File: src/rtl/irq_dw_pkg.sv
package irq_dw_pkg;
  localparam int unsigned NSRC = 64;
  localparam int unsigned DW   = 32;
  localparam int unsigned AW   = 3;
  localparam int unsigned NUMW = $clog2(NSRC);
  localparam int unsigned VSH  = DW - NUMW;

  typedef enum logic [AW-1:0] {
    A_MASK_HI = 3'd0,
    A_MASK_LO = 3'd1,
    A_PEND_HI = 3'd2,
    A_PEND_LO = 3'd3,
    A_EDGE_HI = 3'd4,
    A_EDGE_LO = 3'd5,
    A_VEC     = 3'd6
  } reg_addr_e;

  // word select: 0 = high word, 1 = low word
  function automatic int unsigned src_word(input int unsigned n);
    if (n < 16 || (n >= 32 && n < 48)) return 1;
    return 0;
  endfunction

  // little-endian value bit inside the word (31 - big-endian position)
  function automatic int unsigned src_vbit(input int unsigned n);
    if (n == 0)  return 0;
    if (n < 16)  return 16 - n;
    if (n == 16) return 2;
    if (n == 17) return 1;
    if (n < 31)  return 33 - n;
    if (n == 31) return 0;
    if (n < 48)  return 63 - n;
    return n - 32;
  endfunction
endpackage

File: src/rtl/irq_src_cell.sv
module irq_src_cell #(
  parameter int SYNC_STAGES = 2
) (
  input  logic clk,
  input  logic rst_n,
  input  logic src_in,
  input  logic edge_mode,
  input  logic clr,
  output logic pend,
  output logic fall,
  output logic lvl
);
  localparam int MSB = SYNC_STAGES - 1;

  logic [MSB:0] sync_q;
  logic         prev_q;
  logic         pend_q;
  logic         pend_d;

  always_ff @(posedge clk or negedge rst_n) begin
    if (!rst_n) begin
      sync_q <= '0;
      prev_q <= 1'b0;
      pend_q <= 1'b0;
    end else begin
      sync_q <= {sync_q[MSB-1:0], src_in};
      prev_q <= sync_q[MSB];
      pend_q <= pend_d;
    end
  end

  assign lvl  = sync_q[MSB];
  assign fall = edge_mode & prev_q & ~lvl;

  always_comb begin
    if (edge_mode) pend_d = fall | (pend_q & ~clr);
    else           pend_d = lvl;
  end

  assign pend = pend_q;
endmodule

File: src/rtl/irq_prio_enc.sv
module irq_prio_enc #(
  parameter int N  = 64,
  parameter int IW = $clog2(N)
) (
  input  logic [N-1:0]  act,
  output logic          any,
  output logic [IW-1:0] idx
);
  always_comb begin
    any = 1'b0;
    idx = '0;
    for (int i = N - 1; i >= 0; i--) begin
      if (act[i]) begin
        any = 1'b1;
        idx = IW'(i);
      end
    end
  end
endmodule

File: src/rtl/irq_dualword_ctrl.sv
module irq_dualword_ctrl
  import irq_dw_pkg::*;
#(
  parameter int SYNC_STAGES = 2
) (
  input  logic            clk,
  input  logic            rst_n,
  input  logic [NSRC-1:0] src_in,
  input  logic            cfg_we,
  input  logic [AW-1:0]   cfg_addr,
  input  logic [DW-1:0]   cfg_wdata,
  output logic [DW-1:0]   cfg_rdata,
  output logic            irq_req
);
  logic [NSRC-1:0]    mask_q, edge_q, pend, fall, lvl, clr, active;
  logic [1:0][DW-1:0] mask_wd, pend_wd, edge_wd;
  logic [1:0]         wr_mask, wr_pend, wr_edge;
  logic               enc_any;
  logic [NUMW-1:0]    enc_idx;
  logic [DW-1:0]      vec_word;

  // per-word write strobes (index 0 = high, 1 = low)
  for (genvar w = 0; w < 2; w++) begin : g_wdec
    assign wr_mask[w] = cfg_we && (cfg_addr == AW'(int'(A_MASK_HI) + w));
    assign wr_pend[w] = cfg_we && (cfg_addr == AW'(int'(A_PEND_HI) + w));
    assign wr_edge[w] = cfg_we && (cfg_addr == AW'(int'(A_EDGE_HI) + w));
  end

  for (genvar n = 0; n < NSRC; n++) begin : g_src
    localparam int unsigned W = src_word(n);
    localparam int unsigned V = src_vbit(n);
    logic m_q, e_q;

    always_ff @(posedge clk or negedge rst_n) begin
      if (!rst_n) begin
        m_q <= 1'b0;
        e_q <= 1'b0;
      end else begin
        if (wr_mask[W]) m_q <= cfg_wdata[V];
        if (wr_edge[W]) e_q <= cfg_wdata[V];
      end
    end

    assign mask_q[n] = m_q;
    assign edge_q[n] = e_q;
    assign clr[n]    = wr_pend[W] & cfg_wdata[V];

    irq_src_cell #(.SYNC_STAGES(SYNC_STAGES)) u_cell (
      .clk       (clk),
      .rst_n     (rst_n),
      .src_in    (src_in[n]),
      .edge_mode (e_q),
      .clr       (clr[n]),
      .pend      (pend[n]),
      .fall      (fall[n]),
      .lvl       (lvl[n])
    );

    assign mask_wd[W][V] = m_q;
    assign edge_wd[W][V] = e_q;
    assign pend_wd[W][V] = pend[n];
  end

  assign active  = pend & mask_q;
  assign irq_req = |active;

  irq_prio_enc #(.N(NSRC), .IW(NUMW)) u_enc (
    .act (active),
    .any (enc_any),
    .idx (enc_idx)
  );

  assign vec_word = enc_any ? {enc_idx, {VSH{1'b0}}} : '0;

  always_comb begin
    case (cfg_addr)
      A_MASK_HI: cfg_rdata = mask_wd[0];
      A_MASK_LO: cfg_rdata = mask_wd[1];
      A_PEND_HI: cfg_rdata = pend_wd[0];
      A_PEND_LO: cfg_rdata = pend_wd[1];
      A_EDGE_HI: cfg_rdata = edge_wd[0];
      A_EDGE_LO: cfg_rdata = edge_wd[1];
      A_VEC:     cfg_rdata = vec_word;
      default:   cfg_rdata = '0;
    endcase
  end
endmodule


File: config.mk
export PLATFORM = sky130hd
export DESIGN_NAME = irq_dualword_ctrl
export DESIGN_NICKNAME = d
export VERILOG_FILES = /design/src/rtl/irq_dw_pkg.sv /design/src/rtl/irq_src_cell.sv /design/src/rtl/irq_prio_enc.sv /design/src/rtl/irq_dualword_ctrl.sv
export SDC_FILE = /design/constraint.sdc
export NUM_CORES = 1
export LEC_CHECK = 0
export CAP_MARGIN = 10
export CORE_ASPECT_RATIO = 1.2
export CORE_MARGIN = 1.5
export CORE_UTILIZATION = 55
export DETAILED_ROUTE_END_ITERATION = 7
export GPL_TIMING_DRIVEN = 0
export HOLD_SLACK_MARGIN = 0.15
export PLACE_DENSITY = 0.8
export SLEW_MARGIN = 15
export SYNTH_ARGS = -nofsm -noshare
export SYNTH_HDL_FRONTEND = slang
export SYNTH_SLANG_ARGS = --single-unit
File: constraint.sdc
create_clock -name clk -period 3.6 [get_ports clk]
set_clock_uncertainty 0.05 [all_clocks]
set_input_delay 0.72 -clock clk [delete_from_list [all_inputs] [get_ports clk]]
set_output_delay 0.72 -clock clk [all_outputs]
set_load 0.01 [all_outputs]
==> flow_summary.toml <==
[run_status]
status = "finished clean"

[sta]
setup_viol_count_final = 0
slew_headroom_pct = 54.6
rsz0062_at_grt = "false"
setup_ws_ns = 0.0617
hold_violations = 0
report.final.slew_viol_count = 0
timing.hold.ws_ns = 0.117
fmax_mhz = 283
fin_crit_sh_pct = 98.3
fin_crit_ns = 3.54
worst_pin_slew_ns = 0.682

[yosys]
synth_fp_nets = 1301
synth_top_area_share_pct = 64.3
ys_types = 46
synth_ff_type = "dfrtp_1"
async_flop_share_pct = 100
ys_ff_latch = 384
syn_inst = 1199
synth_area_leaders = "dfrtp_1, a22oi_1, mux2_1"
syn-cell-area_mm2 = 0.0149
synth_area_leader_cell = "dfrtp_1"
ys_warn_count = 0
yosysSeqAreaShare_pct = 64.3
syn_avg_cell_area_um2 = 12.5
synth-edff-count = 0

[grt]
grt_pass1_wl_um = 61900
grt_max_degree = 110
grt_usage_pct = 28.9
grt_antenna_before_repair = 0
overflow = 0
grt_pass1_vias = 11200

[route]
wire_per_inst_um = 22.7
vias = 10700
viasPerCell = 6.14
drc = 0
routed_wirelength_um = 39500
drtAntennaViolNets = 0
first_pass_iters = 6
dr.first_iter.drc_count = 874

[critical_path]
timing.rr.start = "g_src[11].m_q"
r2r_cells = 1
critical_path.max_fanout = 10
worst-path-buf-inv = 4
end_kind = "output pin"
crit_family = "buffers and inverters"
startpoint_type = "primary input"
critPathKind = "primary input to output pin"
cp_cell_sequence = "clkdlybuf4s15_2, nor3b_4, buf_4, clkbuf_4, a22oi_1, nand3_1, clkdlybuf4s50_1"
worst_r2r_endpoint = "g_src[11].m_q"
cp.required_ns = 2.83
crit_path_top_delay_cell = "clkdlybuf4s50_1"
rrSetupSlack_ns = 2.67
slowest_delay_ns = 0.56
arrival_ns = 2.77

[power_and_ir_drop]
leakage_nw = 7.65
total_power_mw = 11.3
vdd_drop_max_v = 0.000465
power_density_mw_per_mm2 = 623

[placement]
io_buffers = 134
place_ws_ns = -1.14
gp_congestion = 0.949
hpwl_um = 26400
dp_cells = 1671

[clock_tree]
clk_latency_ns = 0.53
clkSlewWorstSetupHoldPaths_ns = 0.06
cts_root_buffer = "clkbuf_16"
cts_buffers = 38
cts.sinks = 384
clockBufferDepth = 3
ctsHtreeMaxLevel = 2
tritoncts = "yes"

[die]
initial_utilization_pct = 56.3
die_area_mm2 = 0.0282
die_h_um = 184
core_mm2 = 0.0265
ios = 135
die_x_um = 153
placementRows = 65

[run]
cap_violations = 0

[final_layout]
final_common_cell = "dfrtp_1"
nets = 1481
fillers = 1874
layout_common_cells = "dfrtp_1, a21oi_1, clkdlybuf4s50_1, nand2_1, a22oi_1"
layout-drive-gt1-share_pct = 13.8
diodes = 0
fin_util_pct = 68.6
syn_to_final_growth_pct = 21.8
stdcell_count = 1740

[hold_path]
holdCritPathClass = "primary input to asynchronous set/reset pin"
## logic make-up after synthesis
family | count (synthesis) | share of synthesized area (%)
flops | 384 | 64.3
simple gates | 321 | 10.4
mux | 128 | 9.65
compound gates | 321 | 14.2
buf+inv | 45 | 1.39
## area by class of cell
type	count	area, µm²	share of cell area, %
clock buffers	53	1080	5.92
plain buffers	41	238	1.31
flip-flops and latches	384	9610	52.8
repair buffers	142	1460	8.04
multi-input cells	770	5220	28.7
well taps	335	419	2.30
inverters	2	7.51	0.0413
clock inverters	13	161	0.887
## registers in the layout, summed over array words and instances (netlist names)
signal / count
g_src.m_q: 64
g_src.u_cell.prev_q: 64
g_src.u_cell.sync_q: 128
g_src.u_cell.pend: 64
g_src.e_q: 64
## report_power, final
part	switching (mW)	total (mW)	internal [mW]	leakage, nW
Clock	1.62	3.93	2.31	0.610
Combinational	0.938	1.83	0.896	2.57
Sequential	0.666	5.57	4.90	4.48
Total	3.22	11.3	8.11	7.65
## Yosys cell counts, types with 2 or more instances
cell type / number
a2111oi_0: 3
a211oi_1: 3
a21oi_1: 137
a221oi_1: 6
a22o_1: 14
a22oi_1: 120
a31o_1: 3
a32o_1: 7
a32oi_1: 4
and2_1: 10
and3_1: 2
and3b_1: 2
buf_1: 3
buf_2: 22
buf_4: 3
clkbuf_1: 15
dfrtp_1: 384
inv_1: 2
mux2_1: 67
mux2_2: 61
nand2_1: 114
nand2b_1: 2
nand3_1: 34
nand4_1: 8
nor2_1: 71
nor2b_1: 64
nor3_1: 3
nor3_2: 2
nor3b_2: 3
o2111ai_1: 6
o211ai_1: 4
o21ai_0: 4
o21ai_1: 3
## what timing repair did
action	4_1_cts	5_1_grt
endpoints found under the hold margin	0	0
gates cloned	0	0
buffers inserted	4	1
pin swaps	6	1
hold buffers	0	0
resized for setup	56	8
setup endpoints to repair	32	14
## how the worst max path moves through the flow
stage                                            end  cells past startpoint                  start
after detailed placement               cfg_rdata[18]                      7            cfg_addr[2]
after floorplan                         cfg_rdata[0]                      5            cfg_addr[2]
after CTS                              cfg_rdata[18]                      7            cfg_addr[2]
after global placement    g_src[35].u_cell.sync_q[1]                      1                  rst_n
after global routing                   cfg_rdata[26]                      7  g_src[55].u_cell.pend
final                                  cfg_rdata[16]                      7            cfg_addr[2]
## layer usage
metal  GRT usage [%]  routed length (µm)  share of wire [%]
met2            49.6               19900                 50
met5               0                   0                  0
met4            12.7                1600                4.0
met1            36.0               15300                 39
met3            5.19                2670                6.8
## per-stage QoR
step                setup TNS, ns  cell area, µm²
global placement         -5497.22           16700
finish                          0           18200
CTS                             0           18200
global route                    0           18200
detailed placement         -28.44           16800
floorplan                       0           14900
Power figures use the tool's default switching activity.
